`src/rtl/sertx_pkg.sv`:
```
package sertx_pkg;

  localparam logic [1:0] A_DATA = 2'd0;
  localparam logic [1:0] A_GAP  = 2'd1;
  localparam logic [1:0] A_CTRL = 2'd2;
  localparam logic [1:0] A_DIV  = 2'd3;

  localparam int unsigned GAP_FLOOR = 10;
  localparam int unsigned GAP_BIAS  = 9;

  typedef enum logic [1:0] {
    TS_IDLE,
    TS_START,
    TS_DATA,
    TS_STOP
  } tx_state_e;

  // stop length in bit times for block mode, with the gap floor applied
  function automatic int unsigned block_stop_len(input int unsigned gap);
    int unsigned g;
    g = (gap < GAP_FLOOR) ? GAP_FLOOR : gap;
    return g - GAP_BIAS;
  endfunction

  // stop length in bit times for byte mode
  function automatic int unsigned byte_stop_len(input logic two_stop);
    return two_stop ? 2 : 1;
  endfunction

endpackage

```
`src/rtl/sertx_regs.sv`:
```
module sertx_regs #(
  parameter int REG_W   = 16,
  parameter int GAP_W   = 8,
  parameter int DIV_W   = 16,
  parameter int GAP_RST = 11,
  parameter int DIV_RST = 8
) (
  input  logic             clk,
  input  logic             rst_n,
  input  logic             we,
  input  logic [1:0]       addr,
  input  logic [REG_W-1:0] wdata,
  output logic [GAP_W-1:0] gap_q,
  output logic [DIV_W-1:0] div_q,
  output logic             two_stop_q,
  output logic             blk_mode_q,
  output logic             data_wr,
  output logic [7:0]       data_byte
);
  import sertx_pkg::*;

  logic unused_wdata;
  assign unused_wdata = ^wdata;

  assign data_wr   = we && (addr == A_DATA);
  assign data_byte = wdata[7:0];

  always_ff @(posedge clk) begin
    if (!rst_n) begin
      gap_q      <= GAP_W'(GAP_RST);
      div_q      <= DIV_W'(DIV_RST);
      two_stop_q <= 1'b0;
      blk_mode_q <= 1'b0;
    end else if (we) begin
      case (addr)
        A_GAP:  gap_q <= wdata[GAP_W-1:0];
        A_CTRL: begin
          two_stop_q <= wdata[0];
          blk_mode_q <= wdata[1];
        end
        A_DIV:  div_q <= wdata[DIV_W-1:0];
        default: ;
      endcase
    end
  end

endmodule

```
`src/rtl/sertx_baud.sv`:
```
module sertx_baud #(
  parameter int DIV_W = 16
) (
  input  logic             clk,
  input  logic             rst_n,
  input  logic [DIV_W-1:0] div_q,
  output logic             bit_tick
);
  logic [DIV_W-1:0] cnt_q;
  logic [DIV_W-1:0] div_eff;

  assign div_eff  = (div_q == '0) ? DIV_W'(1) : div_q;
  // >= keeps the counter sane when the divisor shrinks mid-count
  assign bit_tick = (cnt_q >= (div_eff - DIV_W'(1)));

  always_ff @(posedge clk) begin
    if (!rst_n)        cnt_q <= '0;
    else if (bit_tick) cnt_q <= '0;
    else               cnt_q <= cnt_q + DIV_W'(1);
  end

endmodule

```
`src/rtl/sertx_frame.sv`:
```
module sertx_frame #(
  parameter int GAP_W = 8
) (
  input  logic             clk,
  input  logic             rst_n,
  input  logic             bit_tick,
  input  logic             load,
  input  logic [7:0]       load_byte,
  input  logic             two_stop,
  input  logic             blk_mode,
  input  logic [GAP_W-1:0] gap,
  output logic             txd,
  output logic             tx_rdy,
  output logic             enter_last
);
  import sertx_pkg::*;

  tx_state_e        st_q;
  logic [7:0]       hold_q;
  logic [7:0]       shift_q;
  logic             pend_q;
  logic             lock_q;
  logic [2:0]       idx_q;
  logic [GAP_W-1:0] stop_len_q;
  logic [GAP_W-1:0] stop_left_q;
  logic             txd_q;
  logic             stop_done;
  logic             begin_frame;
  logic [GAP_W-1:0] stop_len_next;

  assign stop_done   = (st_q == TS_STOP) && (stop_left_q == GAP_W'(1));
  assign begin_frame = bit_tick && pend_q && ((st_q == TS_IDLE) || stop_done);
  assign enter_last  = bit_tick && (st_q == TS_DATA) && (idx_q == 3'd6);
  assign txd         = txd_q;
  assign tx_rdy      = ~lock_q;

  always_comb begin
    if (blk_mode) stop_len_next = GAP_W'(block_stop_len(32'(gap)));
    else          stop_len_next = GAP_W'(byte_stop_len(two_stop));
  end

  always_ff @(posedge clk) begin
    if (!rst_n) begin
      st_q        <= TS_IDLE;
      hold_q      <= '0;
      shift_q     <= '0;
      pend_q      <= 1'b0;
      lock_q      <= 1'b0;
      idx_q       <= '0;
      stop_len_q  <= GAP_W'(1);
      stop_left_q <= GAP_W'(1);
      txd_q       <= 1'b1;
    end else begin
      if (load) begin
        hold_q <= load_byte;
        pend_q <= 1'b1;
        lock_q <= 1'b1;
      end
      if (enter_last) lock_q <= 1'b0;
      if (begin_frame) begin
        st_q       <= TS_START;
        txd_q      <= 1'b0;
        shift_q    <= hold_q;
        pend_q     <= 1'b0;
        stop_len_q <= stop_len_next;
      end else if (bit_tick) begin
        case (st_q)
          TS_START: begin
            st_q  <= TS_DATA;
            idx_q <= 3'd0;
            txd_q <= shift_q[0];
          end
          TS_DATA: begin
            if (idx_q == 3'd7) begin
              st_q        <= TS_STOP;
              txd_q       <= 1'b1;
              stop_left_q <= stop_len_q;
            end else begin
              idx_q <= idx_q + 3'd1;
              txd_q <= shift_q[idx_q + 3'd1];
            end
          end
          TS_STOP: begin
            if (stop_done) st_q <= TS_IDLE;
            else           stop_left_q <= stop_left_q - GAP_W'(1);
          end
          default: ;
        endcase
      end
    end
  end

endmodule

```
`src/rtl/sertx_top.sv`:
```
module sertx_top #(
  parameter int REG_W   = 16,
  parameter int GAP_W   = 8,
  parameter int DIV_W   = 16,
  parameter int GAP_RST = 11,
  parameter int DIV_RST = 8
) (
  input  logic             clk,
  input  logic             rst_n,
  input  logic             reg_we,
  input  logic [1:0]       reg_addr,
  input  logic [REG_W-1:0] reg_wdata,
  input  logic             blk_valid,
  input  logic [7:0]       blk_data,
  output logic             blk_ready,
  output logic             txd_o,
  output logic             tx_rdy_o,
  output logic             overrun_o
);
  logic [GAP_W-1:0] gap_q;
  logic [DIV_W-1:0] div_q;
  logic             two_stop_q;
  logic             blk_mode_q;
  logic             cpu_data_wr;
  logic [7:0]       cpu_byte;
  logic             bit_tick;
  logic             enter_last;
  logic             cpu_accept;
  logic             blk_accept;
  logic             load;
  logic [7:0]       load_byte;
  logic             ovr_q;

  sertx_regs #(
    .REG_W(REG_W), .GAP_W(GAP_W), .DIV_W(DIV_W),
    .GAP_RST(GAP_RST), .DIV_RST(DIV_RST)
  ) u_regs (
    .clk(clk), .rst_n(rst_n), .we(reg_we), .addr(reg_addr), .wdata(reg_wdata),
    .gap_q(gap_q), .div_q(div_q), .two_stop_q(two_stop_q), .blk_mode_q(blk_mode_q),
    .data_wr(cpu_data_wr), .data_byte(cpu_byte)
  );

  sertx_baud #(.DIV_W(DIV_W)) u_baud (
    .clk(clk), .rst_n(rst_n), .div_q(div_q), .bit_tick(bit_tick)
  );

  // a CPU data write has priority over the block source in the same cycle
  assign cpu_accept = cpu_data_wr && tx_rdy_o;
  assign blk_ready  = blk_mode_q && tx_rdy_o && !cpu_data_wr;
  assign blk_accept = blk_valid && blk_ready;
  assign load       = cpu_accept || blk_accept;
  assign load_byte  = cpu_accept ? cpu_byte : blk_data;

  sertx_frame #(.GAP_W(GAP_W)) u_frame (
    .clk(clk), .rst_n(rst_n), .bit_tick(bit_tick), .load(load), .load_byte(load_byte),
    .two_stop(two_stop_q), .blk_mode(blk_mode_q), .gap(gap_q),
    .txd(txd_o), .tx_rdy(tx_rdy_o), .enter_last(enter_last)
  );

  always_ff @(posedge clk) begin
    if (!rst_n)                          ovr_q <= 1'b0;
    else if (cpu_data_wr && !tx_rdy_o)   ovr_q <= 1'b1;
  end
  assign overrun_o = ovr_q;

endmodule

```
`config.mk`:
```
export PLATFORM = sky130hd
export DESIGN_NAME = sertx_top
export DESIGN_NICKNAME = d
export VERILOG_FILES = /design/src/rtl/sertx_pkg.sv /design/src/rtl/sertx_regs.sv /design/src/rtl/sertx_baud.sv /design/src/rtl/sertx_frame.sv /design/src/rtl/sertx_top.sv
export SDC_FILE = /design/constraint.sdc
export NUM_CORES = 1
export LEC_CHECK = 0
export ABC_AREA = 1
export BUFFER_PORTS_ARGS = -buffer_cell sky130_fd_sc_hd__clkbuf_2
export CORE_MARGIN = 2
export CORE_UTILIZATION = 45
export CTS_BUF_LIST = sky130_fd_sc_hd__clkbuf_2 sky130_fd_sc_hd__clkbuf_4 sky130_fd_sc_hd__clkbuf_8
export DETAILED_ROUTE_END_ITERATION = 16
export PLACE_DENSITY = 0.73
export SYNTH_ARGS = -nofsm -noshare
export SYNTH_HDL_FRONTEND = slang
export SYNTH_SLANG_ARGS = --single-unit
```
`constraint.sdc`:
```
create_clock -name clk -period 3.1 [get_ports clk]
set_clock_uncertainty 0.05 [all_clocks]
set_input_delay 0.155 -clock clk [delete_from_list [all_inputs] [get_ports clk]]
set_output_delay 0.155 -clock clk [all_outputs]
set_load 0.02 [all_outputs]
```
==> key figures, run 1 <==
GRT
  – Vias in the first global route: 4165
  – GR Overflow Total: 0
  – Tot GR Track Use: 0.206
  – First-pass GRT wire length: 18.5 mm
  – Initial antenna violation count: 0
  – Largest net degree at the start of global routing: 55

Setup path
  – Critical path data required time: approximately 3.4 ns
  – Crit Path Max Fanout: 8
  – Critical path data arrival time: approximately 3.3 ns
  – Crit Path Class: reg -> reg
  – CP Launch Type: flip-flop
  – Endpoint type of the worst setup path: flip-flop

Synthesis
  – Yosys cell types: 40
  – Sequential-to-total area share from yosys stat: 0.362
  – Mapped Cells: roughly 640
  – Synth Net Count: roughly 700
  – Adder-Cell Fraction of Synth Area: 0.0819
  – Post-synthesis mux area share: 0
  – Post-Synth XOR/XNOR Area: 0.0439
  – Largest family of logic cells by synthesized area: simple AND/OR/NAND/NOR gates
  – Synth top area share: 0.362
  – Mean area per synthesized cell: approximately 7 um2
  – Yosys warnings: 0
  – Post-synth EDFFs: 0
  – Netlist Area Pre-Place: between 0.004 and 0.005 mm2
  – Complex-gate fraction of the synthesized area: 0.150
  – Top post-synthesis cells by area: dfxtp_1 (36%), nand2_1 (10%), ha_1 (8.2%), nor2_1 (6.2%), inv_1 (6.1%)
  – Largest area contributor in the netlist: dfxtp_1
  – Simple-gate area share of the yosys netlist: 0.275
  – Prevailing post-synth register cell: dfxtp_1
  – FF+latch count, synth: between 80 and 90
  – Post-synth ARST share: 0

Timing
  – Final worst path period need: about 3.1 ns
  – Final Hold Fails: 0
  – Final setup fails: 0
  – Worst-margin pin slew: 0.905 ns
  – Setup TNS: 0 ns
  – Final cycle utilization of the critical path: 0.987
  – Unrepaired setup endpoints after global routing: true
  – FMAX: about 0.33 GHz
  – Final WS setup: between 0.03 and 0.04 ns
  – Slew Limit Fails: 0
  – Final hold slack: 0.0152 ns
  – Worst relative slew slack: 0.392

Route
  – Initial DRC Count: between 200 and 250
  – Via count: between 4000 and 5000
  – Residual DRC: 0
  – DR vias/cell: slightly above 5
  – Wire per inst: 13.0 um
  – Post-Route WL: 11.1 mm
  – Antenna viol nets, final: 0
  – Total iterations of the first detailed-routing run: 4

Floorplanning
  – Core Area: 0.00982 mm2
  – Initial Util: 0.467
  – Die area: 0.0110 mm2
  – Row cnt: 36
  – Die Wd: between 100 and 150 um
  – Ports: 34
  – DIE HEIGHT: 105 um

Power and ir drop
  – NetSw: a little over 0.6 mW
  – Worst vdd rail ir drop: ~220 uV
  – Overall power: roughly 2.2 mW
  – Sw frac: 0.278
  – Int Pwr: roughly 1.6 mW
  – Clk pwr share: 0.350
  – LEAKAGE: ~2.5 nW
  – Sequential share of power: 0.506
  – PwrDens: roughly 400 mW/mm2
  – Combinational power share: 0.145

Final layout
  – # nets final: 776
  – Most common cell after layout, fill and taps aside: nand2_1
  – Fillcell total: approximately 930
  – Area Growth Syn to Fin: 22.3%
  – Layout cells sized above 1: 0.218
  – Non-filler cells, final: 854
  – Commonest non-fill, non-tap cells in the layout: nand2_1 (118), dfxtp_1 (76), inv_1 (73)
  – # diodes: 0

Clock tree
  – Maximum clock path buffer count: 2
  – Cts bufs inserted: 9
  – Clock slew at reported path FFs: ~0.090 ns
  – CTS root buffer: clkbuf_8
  – CTS tree: done
  – H-Tree Depth: 3
  – Clk_lat worst skew: 0.36 ns
  – Clk sinks: 83

Placement
  – Setup WS pre-CTS: -0.255 ns
  – Routability congestion estimate: approximately 0.86
  – # placed instances: 814
  – Hpwl dp: 7.88 mm
  – PortBufs: 33

Status
  – Status: finished clean

Min path
  – Worst min path class: in -> reg

Run
  – MaxCap Viol Count: 0
Yosys cell counts, types with 8 or more instances:
cell type,count
nand3_1,28
ha_1,30
a31oi_1,9
a21oi_1,46
clkbuf_1,9
o21ai_0,54
inv_1,75
nor2_1,76
o21ai_1,8
xor2_1,19
dfxtp_1,83
nand4_1,10
nand2_1,125
power by group through the flow:
stage / Sequential (mW) / Combinational (mW) / Clock (mW)
finish: 1.12 / 0.321 / 0.777
detailed placement: 1.15 / 0.267 / 0
global placement: 1.14 / 0.257 / 0
CTS: 1.12 / 0.288 / 0.788
global route: 1.13 / 0.364 / 0.837
floorplan: 1.14 / 0.177 / 0
cells by family (layout without fill, tap and decap cells):
kind of cell / after synthesis / in the layout
DFF: 83 / 83
adders and majority gates: 30 / 30
buffers and inverters: 98 / 176
and+or+nand+nor: 280 / 281
xor gates and xnor gates: 23 / 23
AOI/OAI and AO/OA: 128 / 128
routing by layer:
layer / global-route usage / wire (um) / up-vias
met5: 0 / 0 / -
met4: 0.0705 / 176 / 0
met3: 0.0349 / 468 / 16
met2: 0.354 / 5390 / 103
met1: 0.261 / 5080 / 1938
li1: - / - / 2241
layout make-up:
class                      count  area, um2  share of cell area
tap                          133        166              0.0297
timing repair buffer          80        568               0.101
clock inverter                 7       66.3              0.0118
sequential                    83       1670               0.298
clock buffer                   9        124              0.0221
inverter                      80        308              0.0549
multi-input combinational    462       2700               0.482
sequential cells by signal, summed over array words and instances, names as in the netlist:
signal and count:
u_frame.pend_q 1, u_frame.hold_q 8, u_frame.stop_len_q 8, u_regs.div_q 16, u_frame.shift_q 8, u_regs.two_stop_q 1
u_frame.stop_left_q 8, u_frame.st_q 2, u_regs.blk_mode_q 1, u_baud.cnt_q 16, u_frame.txd 1, overrun_o 1
u_frame.lock_q 1, u_frame.idx_q 3, u_regs.gap_q 8
metrics by stage:
step,util,area [um2]
finish,0.571,5610
global route,0.571,5610
CTS,0.549,5390
detailed placement,0.510,5010
global placement,0.510,5010
floorplan,-,4580
path summary, 6_finish.rpt:
path                            depth (start not counted)                            to                         start  slack, ns
worst max-delay path                                   24  u_frame.st_q[1]$_SDFFE_PP0P_  u_regs.div_q[6]$_SDFFE_PN0P_       0.04
worst min-delay path                                    3  u_regs.div_q[6]$_SDFFE_PN0P_                  reg_wdata[6]       0.02
worst max register to register                         24  u_frame.st_q[1]$_SDFFE_PP0P_  u_regs.div_q[6]$_SDFFE_PN0P_       0.04
worst min register to register                          2        overrun_o$_SDFFE_PN0P_        overrun_o$_SDFFE_PN0P_       0.41
timing repair:
item	4_1_cts	5_1_grt
setup buffers	4	8
hold buffers	11	0
endpoints found under the setup margin	36	48
pin swaps	6	24
gates cloned	1	0
gates resized for setup	15	46
hold endpoints to repair	11	0
worst max-delay path: stages (launching register included):
cell,delay (ns)
dfxtp_2,0.36
nor2_4,0.04
nand3_2,0.08
nor2_2,0.04
nand4_1,0.07
nand2_1,0.09
inv_2,0.09
ha_4,0.16
nand2_4,0.07
nor2_4,0.17
nand3_2,0.11
nor2_2,0.10
xor2_1,0.14
inv_1,0.06
ha_1,0.29
nand2_2,0.11
nor2_1,0.07
a21oi_2,0.20
nand2_4,0.11
nand2_8,0.09
buf_4,0.13
inv_8,0.05
nor2_4,0.13
nand2_1,0.07
a21oi_1,0.10
Power figures use the tool's default switching activity.
==> inputs of run 2 (changes only) <==
--- a/config.mk
+++ b/config.mk
@@ -5,7 +5,6 @@
 export SDC_FILE = /design/constraint.sdc
 export NUM_CORES = 1
 export LEC_CHECK = 0
-export ABC_AREA = 1
 export BUFFER_PORTS_ARGS = -buffer_cell sky130_fd_sc_hd__clkbuf_2
 export CORE_MARGIN = 2
 export CORE_UTILIZATION = 45
==> run 2 against run 1 <==
The run now ends with negative setup slack left. Combinational power hardly changed. Via count shrank 5.2%. Worst setup slack lost 0.85 ns. Largest cell class unchanged. Largest power group unchanged. Highest routed layer unchanged.
==> key figures, run 2 <==
Floorplanning
  – Core Area: 0.00977 mm2 (-0.46%)
  – DIE HEIGHT: 104 um (-0.45%)
  – Die area: 0.0109 mm2 (-0.89%)
  – Ports: 34 (unchanged)
  – Initial Util: 0.465 (-0.00220)
  – Row cnt: 36 (unchanged)
  – Die Wd: 104 um (-0.45%)

Setup path
  – Worst R2R Setup Slack: -0.81 ns (-0.85 ns)
  – Critical path data required time: 3.28 ns (-0.07 ns)
  – Crit Path Max Fanout: 8 (unchanged)
  – CP Cell Sequence: or4_4 > or2_4 > nor4b_4 > nor2_2 > ha_2 > nand2_2 > or3_4 > nor2_2 > xnor2_2 > ha_4 > nand4_4 > nor4_4 > a32oi_4 > a21oi_4 > buf_8 > mux2i_2 > nor2_1
  – Reg-to-reg endpoint: u_frame.shift_q[7]$_SDFFE_PN0P_
  – Cell family with most CP delay: simple AND/OR/NAND/NOR gates
  – Bufs and invs on worst path: 1 (-3)
  – Crit Path Class: reg -> reg
  – Endpoint type of the worst setup path: flip-flop
  – Most used cell, CP: nor2_2
  – Number of cells on the critical path: 17 (-29%)
  – CP Launch Type: flip-flop
  – Crit-path slowest cell: or4_4
  – Critical path data arrival time: 4.10 ns (+0.79 ns)
  – Path depth of the worst reg2reg path: 17 (-29%)
  – Delay of the slowest critical-path stage: 0.53 ns (+0.17 ns)
  – Worst setup endpoint: u_frame.shift_q[7]$_SDFFE_PN0P_
  – Crit. Startpoint: u_regs.div_q[6]$_SDFFE_PN0P_
  – R2R Path Start: u_regs.div_q[6]$_SDFFE_PN0P_

Synthesis
  – Synth cell count leaders: dfxtp_1 (83), nand2_1 (78), nor2_1 (63)
  – Yosys cell types: 63 (+57%)
  – Prevailing post-synth register cell: dfxtp_1
  – Synth Net Count: 592 (-16%)
  – Post-synth ARST share: 0 (unchanged)
  – Yosys warnings: 0 (unchanged)
  – Most frequent cell after synthesis: dfxtp_1
  – Mean area per synthesized cell: 8.54 um2 (+20%)
  – Sequential-to-total area share from yosys stat: 0.366 (+0.00339)
  – FF+latch count, synth: 83 (unchanged)
  – Mapped Cells: 532 (-17%)
  – Largest area contributor in the netlist: dfxtp_1
  – Post-synth EDFFs: 0 (unchanged)
  – Netlist Area Pre-Place: 0.00454 mm2 (-0.93%)
  – Top post-synthesis cells by area: dfxtp_1 (37%), ha_1 (8.3%), nand2_1 (6.4%), mux2i_1 (5.7%), nor2_1 (5.2%)
  – Synth top area share: 0.366 (+0.00339)

Clock tree
  – Clk sinks: 83 (unchanged)
  – Clock slew at reported path FFs: 0.08 ns (about the same)
  – CTS root buffer: clkbuf_8
  – Cts bufs inserted: 9 (unchanged)
  – CTS tree: done
  – Clk_lat worst skew: 0.36 ns (about the same)
  – Maximum clock path buffer count: 2 (unchanged)
  – H-Tree Depth: 3 (unchanged)

Route
  – Wire per inst: 14.7 um (+13%)
  – DR vias/cell: 5.42 (+7.8%)
  – Post-Route WL: 11.1 mm (-0.43%)
  – Antenna viol nets, final: 0 (unchanged)
  – Total iterations of the first detailed-routing run: 4 (unchanged)
  – Residual DRC: 0 (unchanged)
  – Via count: 4074 (-5.2%)
  – Initial DRC Count: 130 (-41%)

GRT
  – Vias in the first global route: 3957 (-5.0%)
  – Largest net degree at the start of global routing: 39 (-29%)
  – GR Overflow Total: 0 (unchanged)
  – Initial antenna violation count: 0 (unchanged)
  – Tot GR Track Use: 0.208 (+0.00207)
  – GRT met2 Usage: 0.334 (-0.0196)
  – Gr busiest metal: met2
  – Met3 Usage GRT: 0.0407 (+0.00579)
  – M1 GR Usage: 0.275 (+0.0147)
  – First-pass GRT wire length: 18.6 mm (+0.59%)

Status
  – Status: finished, violations left
  – Failing checks: negative setup slack

Placement
  – Setup WS pre-CTS: -0.794 ns (-0.538 ns)
  – Hpwl dp: 7.93 mm (+0.63%)
  – Routability congestion estimate: 0.844 (-2.2%)
  – Placed instance area: 0.00510 mm2 (+1.8%)
  – PortBufs: 33 (unchanged)

Min path
  – Worst min path class: in -> reg

Timing
  – Final hold slack: 0.0118 ns (-0.00339 ns)
  – Final setup fails: 48 (+48)
  – Unrepaired setup endpoints after global routing: true
  – Final worst path period need: 3.91 ns (+0.851 ns)
  – Slew Limit Fails: 0 (unchanged)
  – Final WS setup: -0.812 ns (-0.851 ns)
  – Final Hold Fails: 0 (unchanged)
  – Worst relative slew slack: 0.533 (+0.141)
  – FMAX: 0.256 GHz (-22%)
  – Worst-margin pin slew: 0.700 ns (-0.205 ns)
  – Final cycle utilization of the critical path: 1.26 (+0.275)

Power and ir drop
  – PwrDens: 398 mW/mm2 (+0.47%)
  – Worst vdd rail ir drop: 243 uV (+13%)
  – Overall power: 2.24 mW (+0.88%)
  – LEAKAGE: 2.17 nW (-14%)

Final layout
  – Largest regs: u_baud.cnt_q: 16 flops, u_regs.div_q: 16 flops
  – Final Instance Area: 0.00563 mm2 (+0.40%)
  – # nets final: 673 (-13%)
  – Layout cells sized above 1: 0.243 (+0.0250)
  – Fillcell total: 835 (-9.7%)
  – # diodes: 0 (unchanged)
  – Commonest non-fill, non-tap cells in the layout: dfxtp_1 (81), nand2_1 (76), nor2_1 (50)
  – Most common cell after layout, fill and taps aside: dfxtp_1
  – Area Growth Syn to Fin: 23.9%

Run
  – MaxCap Viol Count: 0 (unchanged)
## run 2: metal layers
layer  routed length (um)  share of wire
met3                  502          0.045
met5                    0              0
met4                  244          0.022
met1                 5170           0.47
met2                 5150           0.47
## run 2: where the power goes
group | total, mW | switching, mW | internal (mW)
combinational | 0.322 | 0.172 | 0.150
clock | 0.804 | 0.392 | 0.411
sequential | 1.12 | 0.0252 | 1.09
total | 2.24 | 0.589 | 1.65
## run 2: cell type report
cell class	count	area (um2)	share of cell area
flip-flops and latches	83	1660	0.296
clock inverters	4	50.0	0.00889
multi-input cells	417	2930	0.520
clock buffers	12	153	0.0271
inverters	15	56.3	0.0100
well taps	133	166	0.0296
repair buffers	87	612	0.109
## run 2: logic make-up after synthesis
kind of cell             count (synthesis)  synth area share
AND/OR/NAND/NOR                        221             0.235
AO/OA/AOI/OAI                          103             0.151
flip-flops                              83             0.366
buffers and inverters                   33            0.0309
XOR/XNOR                                31            0.0598
multiplexers                            31            0.0747
adder cells (fa/ha/maj)                 30            0.0826
## run 2: worst register-to-register path, delay by kind of cell (launching register included)
family / cells / cell delay [ns]
mux: 1 / 0.21
xor+xnor: 1 / 0.15
compound gates: 2 / 0.47
flops: 1 / 0.32
buf+inv: 1 / 0.17
simple gates: 10 / 1.93
fa+ha+maj: 2 / 0.50
## run 2: stage by stage
step	util	cells	setup TNS (ns)
after floorplan	-	532	-24.60
after global placement	0.522	716	-29.03
after detailed placement	0.522	716	-33.98
after CTS	0.562	746	-30.45
after global routing	0.576	751	-43.85
final	0.576	751	-34.67
## run 2: worst min path at each step
stage                     slack (ns)  depth (start not counted)                       endpoint           from
after global placement          0.33                          3  u_regs.div_q[14]$_SDFFE_PN0P_  reg_wdata[14]
after CTS                      0.006                          3   u_regs.div_q[6]$_SDFFE_PN0P_   reg_wdata[6]
after global routing            0.01                          3   u_regs.div_q[6]$_SDFFE_PN0P_   reg_wdata[6]
final                           0.01                          3   u_regs.div_q[6]$_SDFFE_PN0P_   reg_wdata[6]
after floorplan                 0.23                          2   u_regs.div_q[3]$_SDFFE_PN1P_   reg_wdata[3]
after detailed placement        0.34                          3  u_regs.div_q[14]$_SDFFE_PN0P_  reg_wdata[14]
## run 2: repair_timing
item / 4_1_cts / 5_1_grt
resized for setup: 19 / 21
hold endpoints to repair: 9 / 0
endpoints found under the setup margin: 48 / 48
pin swaps: 11 / 19
hold buffers: 9 / 0
buffers inserted: 5 / 4
gates cloned: 0 / 1
